[src/rtl/eac_add_slice_pkg.sv]
package eac_add_slice_pkg;
  parameter int unsigned SLICE_W_DEF = 32;
  parameter int unsigned LANE_W_DEF  = 8;

  function automatic int unsigned lane_count(input int unsigned slice_w, input int unsigned lane_w);
    return slice_w / lane_w;
  endfunction
endpackage

[src/rtl/ks_prefix.sv]
// Kogge-Stone prefix: gpre_o[k] / ppre_o[k] are group terms over [k:0]
module ks_prefix #(
  parameter int unsigned N = 8
) (
  input  logic [N-1:0] g_i,
  input  logic [N-1:0] p_i,
  output logic [N-1:0] gpre_o,
  output logic [N-1:0] ppre_o
);
  localparam int unsigned LVLS = (N > 1) ? $clog2(N) : 1;

  logic [N-1:0] g_lv [LVLS+1];
  logic [N-1:0] p_lv [LVLS+1];

  assign g_lv[0] = g_i;
  assign p_lv[0] = p_i;

  for (genvar l = 0; l < LVLS; l++) begin : g_lvl
    localparam int unsigned DIST = 1 << l;
    for (genvar k = 0; k < N; k++) begin : g_node
      if (k >= DIST) begin : g_merge
        assign g_lv[l+1][k] = g_lv[l][k] | (p_lv[l][k] & g_lv[l][k-DIST]);
        assign p_lv[l+1][k] = p_lv[l][k] & p_lv[l][k-DIST];
      end else begin : g_pass
        assign g_lv[l+1][k] = g_lv[l][k];
        assign p_lv[l+1][k] = p_lv[l][k];
      end
    end
  end

  assign gpre_o = g_lv[LVLS];
  assign ppre_o = p_lv[LVLS];
endmodule

[src/rtl/csel_lane.sv]
// Conditional-sum lane: both sums and both carry-outs, plus lane G/P
module csel_lane #(
  parameter int unsigned W = 8
) (
  input  logic [W-1:0] a_i,
  input  logic [W-1:0] b_i,
  output logic [W-1:0] sum0_o,
  output logic [W-1:0] sum1_o,
  output logic         cout0_o,
  output logic         cout1_o,
  output logic         g_o,
  output logic         p_o
);
  logic [W-1:0] bit_g, bit_p, pre_g, pre_p;
  logic [W-1:0] cy0, cy1;

  assign bit_g = a_i & b_i;
  assign bit_p = a_i ^ b_i;

  ks_prefix #(.N(W)) u_pfx (
    .g_i    (bit_g),
    .p_i    (bit_p),
    .gpre_o (pre_g),
    .ppre_o (pre_p)
  );

  assign cy0 = {pre_g[W-2:0], 1'b0};
  assign cy1 = {pre_g[W-2:0] | pre_p[W-2:0], 1'b1};

  assign sum0_o  = bit_p ^ cy0;
  assign sum1_o  = bit_p ^ cy1;
  assign g_o     = pre_g[W-1];
  assign p_o     = pre_p[W-1];
  assign cout0_o = pre_g[W-1];
  assign cout1_o = pre_g[W-1] | pre_p[W-1];
endmodule

[src/rtl/eac_add_slice.sv]
module eac_add_slice #(
  parameter int unsigned WIDTH   = eac_add_slice_pkg::SLICE_W_DEF,
  parameter int unsigned GROUP_W = eac_add_slice_pkg::LANE_W_DEF
) (
  input  logic [WIDTH-1:0] a_i,
  input  logic [WIDTH-1:0] b_i,
  output logic [WIDTH-1:0] sum_c0_o,
  output logic [WIDTH-1:0] sum_c1_o,
  output logic             grp_g_o,
  output logic             grp_p_o
);
  localparam int unsigned NLANE = eac_add_slice_pkg::lane_count(WIDTH, GROUP_W);

  logic [NLANE-1:0] lane_g, lane_p, lane_co0, lane_co1;
  logic [NLANE-1:0] hi_g, hi_p;
  logic [NLANE-1:0] lane_ci0, lane_ci1;
  logic [NLANE-1:0] sel_co0, sel_co1;
  logic [WIDTH-1:0] lsum0, lsum1;

  for (genvar k = 0; k < NLANE; k++) begin : g_lane
    csel_lane #(.W(GROUP_W)) u_lane (
      .a_i     (a_i[k*GROUP_W +: GROUP_W]),
      .b_i     (b_i[k*GROUP_W +: GROUP_W]),
      .sum0_o  (lsum0[k*GROUP_W +: GROUP_W]),
      .sum1_o  (lsum1[k*GROUP_W +: GROUP_W]),
      .cout0_o (lane_co0[k]),
      .cout1_o (lane_co1[k]),
      .g_o     (lane_g[k]),
      .p_o     (lane_p[k])
    );
  end

  // sparse level: one prefix node per lane
  ks_prefix #(.N(NLANE)) u_sparse (
    .g_i    (lane_g),
    .p_i    (lane_p),
    .gpre_o (hi_g),
    .ppre_o (hi_p)
  );

  for (genvar k = 0; k < NLANE; k++) begin : g_sel
    if (k == 0) begin : g_first
      assign lane_ci0[k] = 1'b0;
      assign lane_ci1[k] = 1'b1;
    end else begin : g_rest
      assign lane_ci0[k] = hi_g[k-1];
      assign lane_ci1[k] = hi_g[k-1] | hi_p[k-1];
    end
    assign sum_c0_o[k*GROUP_W +: GROUP_W] = lane_ci0[k] ? lsum1[k*GROUP_W +: GROUP_W]
                                                        : lsum0[k*GROUP_W +: GROUP_W];
    assign sum_c1_o[k*GROUP_W +: GROUP_W] = lane_ci1[k] ? lsum1[k*GROUP_W +: GROUP_W]
                                                        : lsum0[k*GROUP_W +: GROUP_W];
    assign sel_co0[k] = lane_ci0[k] ? lane_co1[k] : lane_co0[k];
    assign sel_co1[k] = lane_ci1[k] ? lane_co1[k] : lane_co0[k];
  end

  assign grp_g_o = hi_g[NLANE-1];
  assign grp_p_o = hi_p[NLANE-1];
endmodule

[config.mk]
export PLATFORM = sky130hd
export DESIGN_NAME = eac_add_slice
export DESIGN_NICKNAME = d
export VERILOG_FILES = /design/src/rtl/eac_add_slice_pkg.sv /design/src/rtl/ks_prefix.sv /design/src/rtl/csel_lane.sv /design/src/rtl/eac_add_slice.sv
export SDC_FILE = /design/constraint.sdc
export NUM_CORES = 1
export LEC_CHECK = 0
export BUFFER_PORTS_ARGS = -buffer_cell sky130_fd_sc_hd__buf_2
export CAP_MARGIN = 20
export CORE_MARGIN = 1.5
export CORE_UTILIZATION = 33
export DETAILED_ROUTE_END_ITERATION = 8
export PLACE_DENSITY = 0.67
export SYNTH_ARGS = -nofsm -noshare
export SYNTH_HDL_FRONTEND = slang
export SYNTH_HIERARCHICAL = 1
export SYNTH_SLANG_ARGS = --single-unit
[constraint.sdc]
create_clock -name vclk -period 5.8
set_input_delay 0.29 -clock vclk [all_inputs]
set_output_delay 0.29 -clock vclk [all_outputs]
set_load 0.03 [all_outputs]
==> impl_summary.txt, run 1 <==
----------------------------------------------------
[Finish]
  Flip-flop and latch count ... 0
  Sequential standard cell area ... 0 µm²
  NumNets Final ... 515
  Layout clock buffer count ... 0
  Ratio of cells with drive above 1 in the final layout ... approximately 56%
  Synth-to-layout area growth ... 24.05%
  Antenna diode count ... 0

[Setup path]
  Critical setup path kind ... primary input to output port
  Data arrival, critical path ... between 3 and 4 ns
  Crit path largest cell delay ... 0.41 ns
  Element type at the critical path end ... output port
  Maximum fanout along the worst path ... 11
  Required time reported for the critical path endpoint ... 5.51 ns
  Setup crit start kind ... primary input
  Critical-path top delay cell ... sky130_fd_sc_hd__a21o_2
  Series of cell instances along the critical path ... buf_2, ha_1, a21o_1, a31oi_1, o31ai_2, buf_4, a21o_1, a21o_2, nor2_8, mux2_2, buf_2

[Routing]
  Number of DRC markers in iteration 0 ... 40
  Post-detailed-routing wire length ... 6085 µm
  First-pass detailed-route iteration total ... 4
  Mean routed wirelength per cell ... 11.79 µm
  Via-per-instance ratio ... ~4.8
  Antenna Nets Post-Route ... 0
  Via count ... between 2k and 2.5k
  DRC errors left ... 0

[Pwr]
  Cell area power density ... roughly 230 mW/mm²
  Peak supply drop ... 0.1194 mV
  Power after layout ... 733.1 µW
  Leakage component of the power ... 0.001629 µW

[Synthesis]
  Yosys synthesis warning count ... 6
  Avg Synthesized Cell Area ... 8.371 µm²
  Synth Net Count ... 403
  Synthesized area ... ~0.0026 mm²
  Mapped Cells ... 307

[STA]
  Max_slew headroom ... 62.53%
  Fin. Hold Viols ... 0
  Minimum clock period after layout ... between 3 and 4 ns
  Setup WS post-layout ... 2.291 ns
  Fin Setup TNS ... 0 ns
  Worst slack on hold paths ... 1.086 ns
  Unrepaired setup endpoints after global routing ... no
  # setup viols final ... 0
  Number of pins with negative max-slew slack in the final report ... 0
  Period utilisation layout ... 60.50%
  Highest Clock Rate ... 285.0 MHz
  Actual transition at the worst max-transition pin ... 0.5620 ns

[Floorplanning]
  Standard-cell rows ... 31
  Floorplan core area ... 0.007408 mm²
  Vertical die dimension ... about 91 µm
  Die W ... 91.25 µm
  Die area ... 0.008327 mm²
  Effective utilization at floorplan ... about a third
  Number of I/O pins ... 130

[Place]
  Place WS ... 2.285 ns
  Count of port buffers added during placement ... 130
  Global placement routability congestion ... 0.7648
  Total half-perimeter wirelength after legalization and detailed placement ... 5298 µm

[Global route]
  Congestion Overflow GR ... 0
  Wire length of the first global-routing pass ... roughly 10000 µm
  Via count of the first global-routing pass ... 2336
  Global-route usage over all layers ... 13.68%
  Largest net degree at the start of global routing ... 12
  Antenna violations before repair ... 0

[Flow run]
  Max-cap violations ... 0

[Clocking]
  Number of hold-repair buffers added at the cts stage ... 0
  Count of buffers added by post-CTS timing repair for setup ... 0
  Post-cts sizing count ... 0

[Outcome]
  Run status ... complete, no violations

[Min path]
  Worst hold path type ... primary input to output port

----------------------------------------------------
## final cells by class
class / count / area [µm²]
Tap cell: 99 / 123.9
Fill cell: 757 / 4220
Inverter: 12 / 45.04
Multi-Input combinational cell: 274 / 2361
Timing Repair Buffer: 131 / 658.1
## where the power goes
part	internal, µW	switching, µW
combinational	272	461
sequential	0	0
clock	0	0
## path summary, 6_finish.rpt
path / start / endpoint / slack (ns) / depth (start not counted)
max: a_i[1] / sum_c1_o[28] / 2.29 / 11
min: b_i[0] / sum_c1_o[0] / 1.09 / 4
## critical path, delay by kind of cell
kind | cells | cell delay, ns
adders and majority gates | 1 | 0.37
and+or+nand+nor | 1 | 0.23
AOI/OAI and AO/OA | 5 | 1.48
buffers and inverters | 3 | 0.49
muxes | 1 | 0.36
## stage by stage
stage / instance area [µm²] / instances / utilization, %
after floorplan: 2570 / 307 / -
after global placement: 3188 / 516 / 43.03
after detailed placement: 3188 / 516 / 43.03
after CTS: 3188 / 516 / 43.03
after global routing: 3188 / 516 / 43.03
final: 3188 / 516 / 43.03
## layer usage
layer / vias up / wire length, µm / track usage, %
li1: 1296 / - / -
met1: 1116 / 2777 / 17.42
met2: 78 / 2937 / 25.75
met3: 0 / 370 / 1.759
met4: 0 / 0 / 0
met5: - / 0 / 0
## cells in the final DEF (no fill, tap or decap), drive strengths merged, types with 11 or more instances in the layout
cell type,instances
buf,131
mux2,48
ha,32
nor2,31
xnor2,28
xor2,28
a21oi,20
nand2,16
and2,14
and3,13
inv,12
a21o,11
Power figures use the tool's default switching activity.
==> run 2, diff against run 1 <==
--- a/config.mk
+++ b/config.mk
@@ -5,6 +5,7 @@
 export SDC_FILE = /design/constraint.sdc
 export NUM_CORES = 1
 export LEC_CHECK = 0
+export ABC_AREA = 1
 export BUFFER_PORTS_ARGS = -buffer_cell sky130_fd_sc_hd__buf_2
 export CAP_MARGIN = 20
 export CORE_MARGIN = 1.5
==> constraint.sdc (replaced) <==
create_clock -name vclk -period 3
set_input_delay 0.15 -clock vclk [all_inputs]
set_output_delay 0.15 -clock vclk [all_outputs]
set_load 0.03 [all_outputs]
==> run 2 against run 1 <==
  * The run now ends with DRC left
  * Die area up 17%
  * Utilization fell by 1.7 points
  * Combinational power increased by 80%
  * Largest cell class unchanged
  * Worst setup slack lost 1.8 ns
  * Sequential share of layout area stayed put
  * Area after synthesis is 18% higher
  * Power up 80%
  * Flip-flop and latch count did not move
  * Clock-buffer cell count is the same
  * First-iteration DRC count increased by 150%
==> impl_summary.txt, run 2 <==
----------------------------------------------------
[Pwr]
  Flop pwr share ... 0% (unchanged)
  Leakage component of the power ... 0.002468 µW (+52%)
  Portion of total power attributed to the clock network ... 0% (unchanged)
  Cell area power density ... 362.6 mW/mm² (+58%)
  Fraction of power consumed by combinational cells ... 100.0% (about the same)
  Switching portion of total power ... 69.60% (+6.7 points)
  P_sw ... 918.8 µW (+99%)
  Internal portion of total power ... 401.3 µW (+48%)
  Power after layout ... 1320 µW (+80%)
  Peak supply drop ... 0.1488 mV (+25%)

[Finish]
  Flip-flop and latch count ... 0 (unchanged)
  NumNets Final ... 807 (+57%)
  Fraction of the core area covered by cells at the end of the flow ... 41.35% (-1.7 points)
  Ratio of cells with drive above 1 in the final layout ... 22.28% (-34 points)
  Synth-to-layout area growth ... 20.25%
  Leading cell types in the layout, fill and taps excluded ... sky130_fd_sc_hd__nand2_1 (227), sky130_fd_sc_hd__buf_2 (130), sky130_fd_sc_hd__inv_1 (109)
  Antenna diode count ... 0 (unchanged)
  Sequential standard cell area ... 0 µm² (unchanged)
  Layout clock buffer count ... 0 (unchanged)
  Most frequent standard cell in the layout excluding fill and tap cells ... sky130_fd_sc_hd__nand2_1
  Post-route cell area ... 0.003641 mm² (+14%)

[Floorplanning]
  Die area ... 0.009759 mm² (+17%)
  Floorplan core area ... 0.008806 mm² (+19%)
  Standard-cell rows ... 34 (+9.7%)
  Number of I/O pins ... 130 (unchanged)
  Die W ... 98.79 µm (+8.3%)
  Vertical die dimension ... 98.79 µm (+8.3%)
  Effective utilization at floorplan ... 34.38% (-0.31 points)

[Global route]
  Global-route usage over all layers ... 14.60% (+0.92 points)
  Congestion Overflow GR ... 0 (unchanged)
  Wire length of the first global-routing pass ... 12650 µm (+25%)
  Antenna violations before repair ... 0 (unchanged)
  Via count of the first global-routing pass ... 3020 (+29%)
  Largest net degree at the start of global routing ... 27 (+15)

[Flow run]
  Max-cap violations ... 0 (unchanged)

[Clocking]
  Count of buffers added by post-CTS timing repair for setup ... 0 (unchanged)
  Number of hold-repair buffers added at the cts stage ... 0 (unchanged)
  Post-cts sizing count ... 0 (unchanged)

[Setup path]
  Critical setup path kind ... primary input to output port
  Maximum fanout along the worst path ... 25 (+14)
  Required time reported for the critical path endpoint ... 2.85 ns (-2.66 ns)
  Element type at the critical path end ... output port
  Setup crit start kind ... primary input
  Data arrival, critical path ... 2.36 ns (-0.86 ns)

[Synthesis]
  Avg Synthesized Cell Area ... 5.055 µm² (-40%)
  Mapped Cells ... 599 (+95%)
  Synthesized area ... 0.003028 mm² (+18%)
  Yosys synthesis warning count ... 6 (unchanged)
  Synth Net Count ... 695 (+72%)

[STA]
  Unrepaired setup endpoints after global routing ... no
  Number of pins with negative max-slew slack in the final report ... 0 (unchanged)
  Fin. Hold Viols ... 0 (unchanged)
  Fin Setup TNS ... 0 ns (unchanged)
  Highest Clock Rate ... 398.5 MHz
  Period utilisation layout ... ~84%
  Minimum clock period after layout ... 2.510 ns
  # setup viols final ... 0 (unchanged)
  Actual transition at the worst max-transition pin ... 0.6913 ns (+0.1293 ns)
  Max_slew headroom ... 53.80% (-8.7 points)
  Worst slack on hold paths ... 0.7734 ns (-0.3124 ns)

[Routing]
  Via count ... 3628 (+46%)
  Antenna Nets Post-Route ... 0 (unchanged)
  First-pass detailed-route iteration total ... 9 (+5)
  Via-per-instance ratio ... 4.441 (-8.0%)
  Post-detailed-routing wire length ... 7471 µm (+23%)
  DRC errors left ... 7 (+7)
  Mean routed wirelength per cell ... 9.144 µm (-22%)
  Number of DRC markers in iteration 0 ... 99 (+150%)

[Outcome]
  Run status ... finished with violations
  Violated checks ... DRC

[Place]
  Global placement routability congestion ... 0.8555 (+12%)
  Cell area after placement ... 0.003641 mm² (+14%)
  Count of port buffers added during placement ... 130 (unchanged)
  Total half-perimeter wirelength after legalization and detailed placement ... 6504 µm (+23%)

[Min path]
  Worst hold path type ... primary input to output port

----------------------------------------------------
[run 2: power by group through the flow]
| stage | sequential, µW | clock, µW | combinational, µW |
|---|---|---|---|
| CTS | 0 | 0 | 1330 |
| finish | 0 | 0 | 1320 |
| floorplan | 0 | 0 | 1030 |
| detailed placement | 0 | 0 | 1330 |
| global placement | 0 | 0 | 1320 |
| global route | 0 | 0 | 1460 |
[run 2: worst paths after layout]
check  cells after the start  slack, ns            to  startpoint
min                        3       0.77   sum_c0_o[0]      b_i[0]
max                       16       0.49  sum_c1_o[31]      a_i[1]
[run 2: critical path: stages]
cell,delay [ns]
sky130_fd_sc_hd__buf_2,0.10
sky130_fd_sc_hd__ha_1,0.35
sky130_fd_sc_hd__nand2_1,0.13
sky130_fd_sc_hd__nand2_2,0.08
sky130_fd_sc_hd__nand2_1,0.07
sky130_fd_sc_hd__nand2_2,0.08
sky130_fd_sc_hd__nand2_1,0.07
sky130_fd_sc_hd__nand2_1,0.07
sky130_fd_sc_hd__nand2_1,0.08
sky130_fd_sc_hd__nand2_2,0.05
sky130_fd_sc_hd__nand2_1,0.05
sky130_fd_sc_hd__nand2_1,0.39
sky130_fd_sc_hd__nor2_4,0.34
sky130_fd_sc_hd__nand2_1,0.08
sky130_fd_sc_hd__nand2_1,0.07
sky130_fd_sc_hd__buf_2,0.19
[run 2: cell type report]
| class | instances | area (µm²) |
|---|---|---|
| Tap cell | 108 | 135.1 |
| Fill cell | 1040 | 5165 |
| Inverter | 109 | 409.1 |
| Timing Repair Buffer | 134 | 680.7 |
| Multi-Input combinational cell | 466 | 2416 |
[run 2: layer usage]
layer  routed length (µm)  track usage (%)  vias to the layer above
met5                    0                0                        -
met4                   21           0.7692                        0
met3                  334           0.9220                        2
met2                 3320            25.25                       82
met1                 3795            20.85                     1503
li1                     -                -                     2041
[run 2: through the flow]
stage	instances	worst slack [ns]
6_report	817	0.4905
5_1_grt	817	0.1915
4_1_cts	817	0.4635
3_5_place_dp	817	0.4665
3_3_place_gp	817	0.4737
2_1_floorplan	599	0.5401
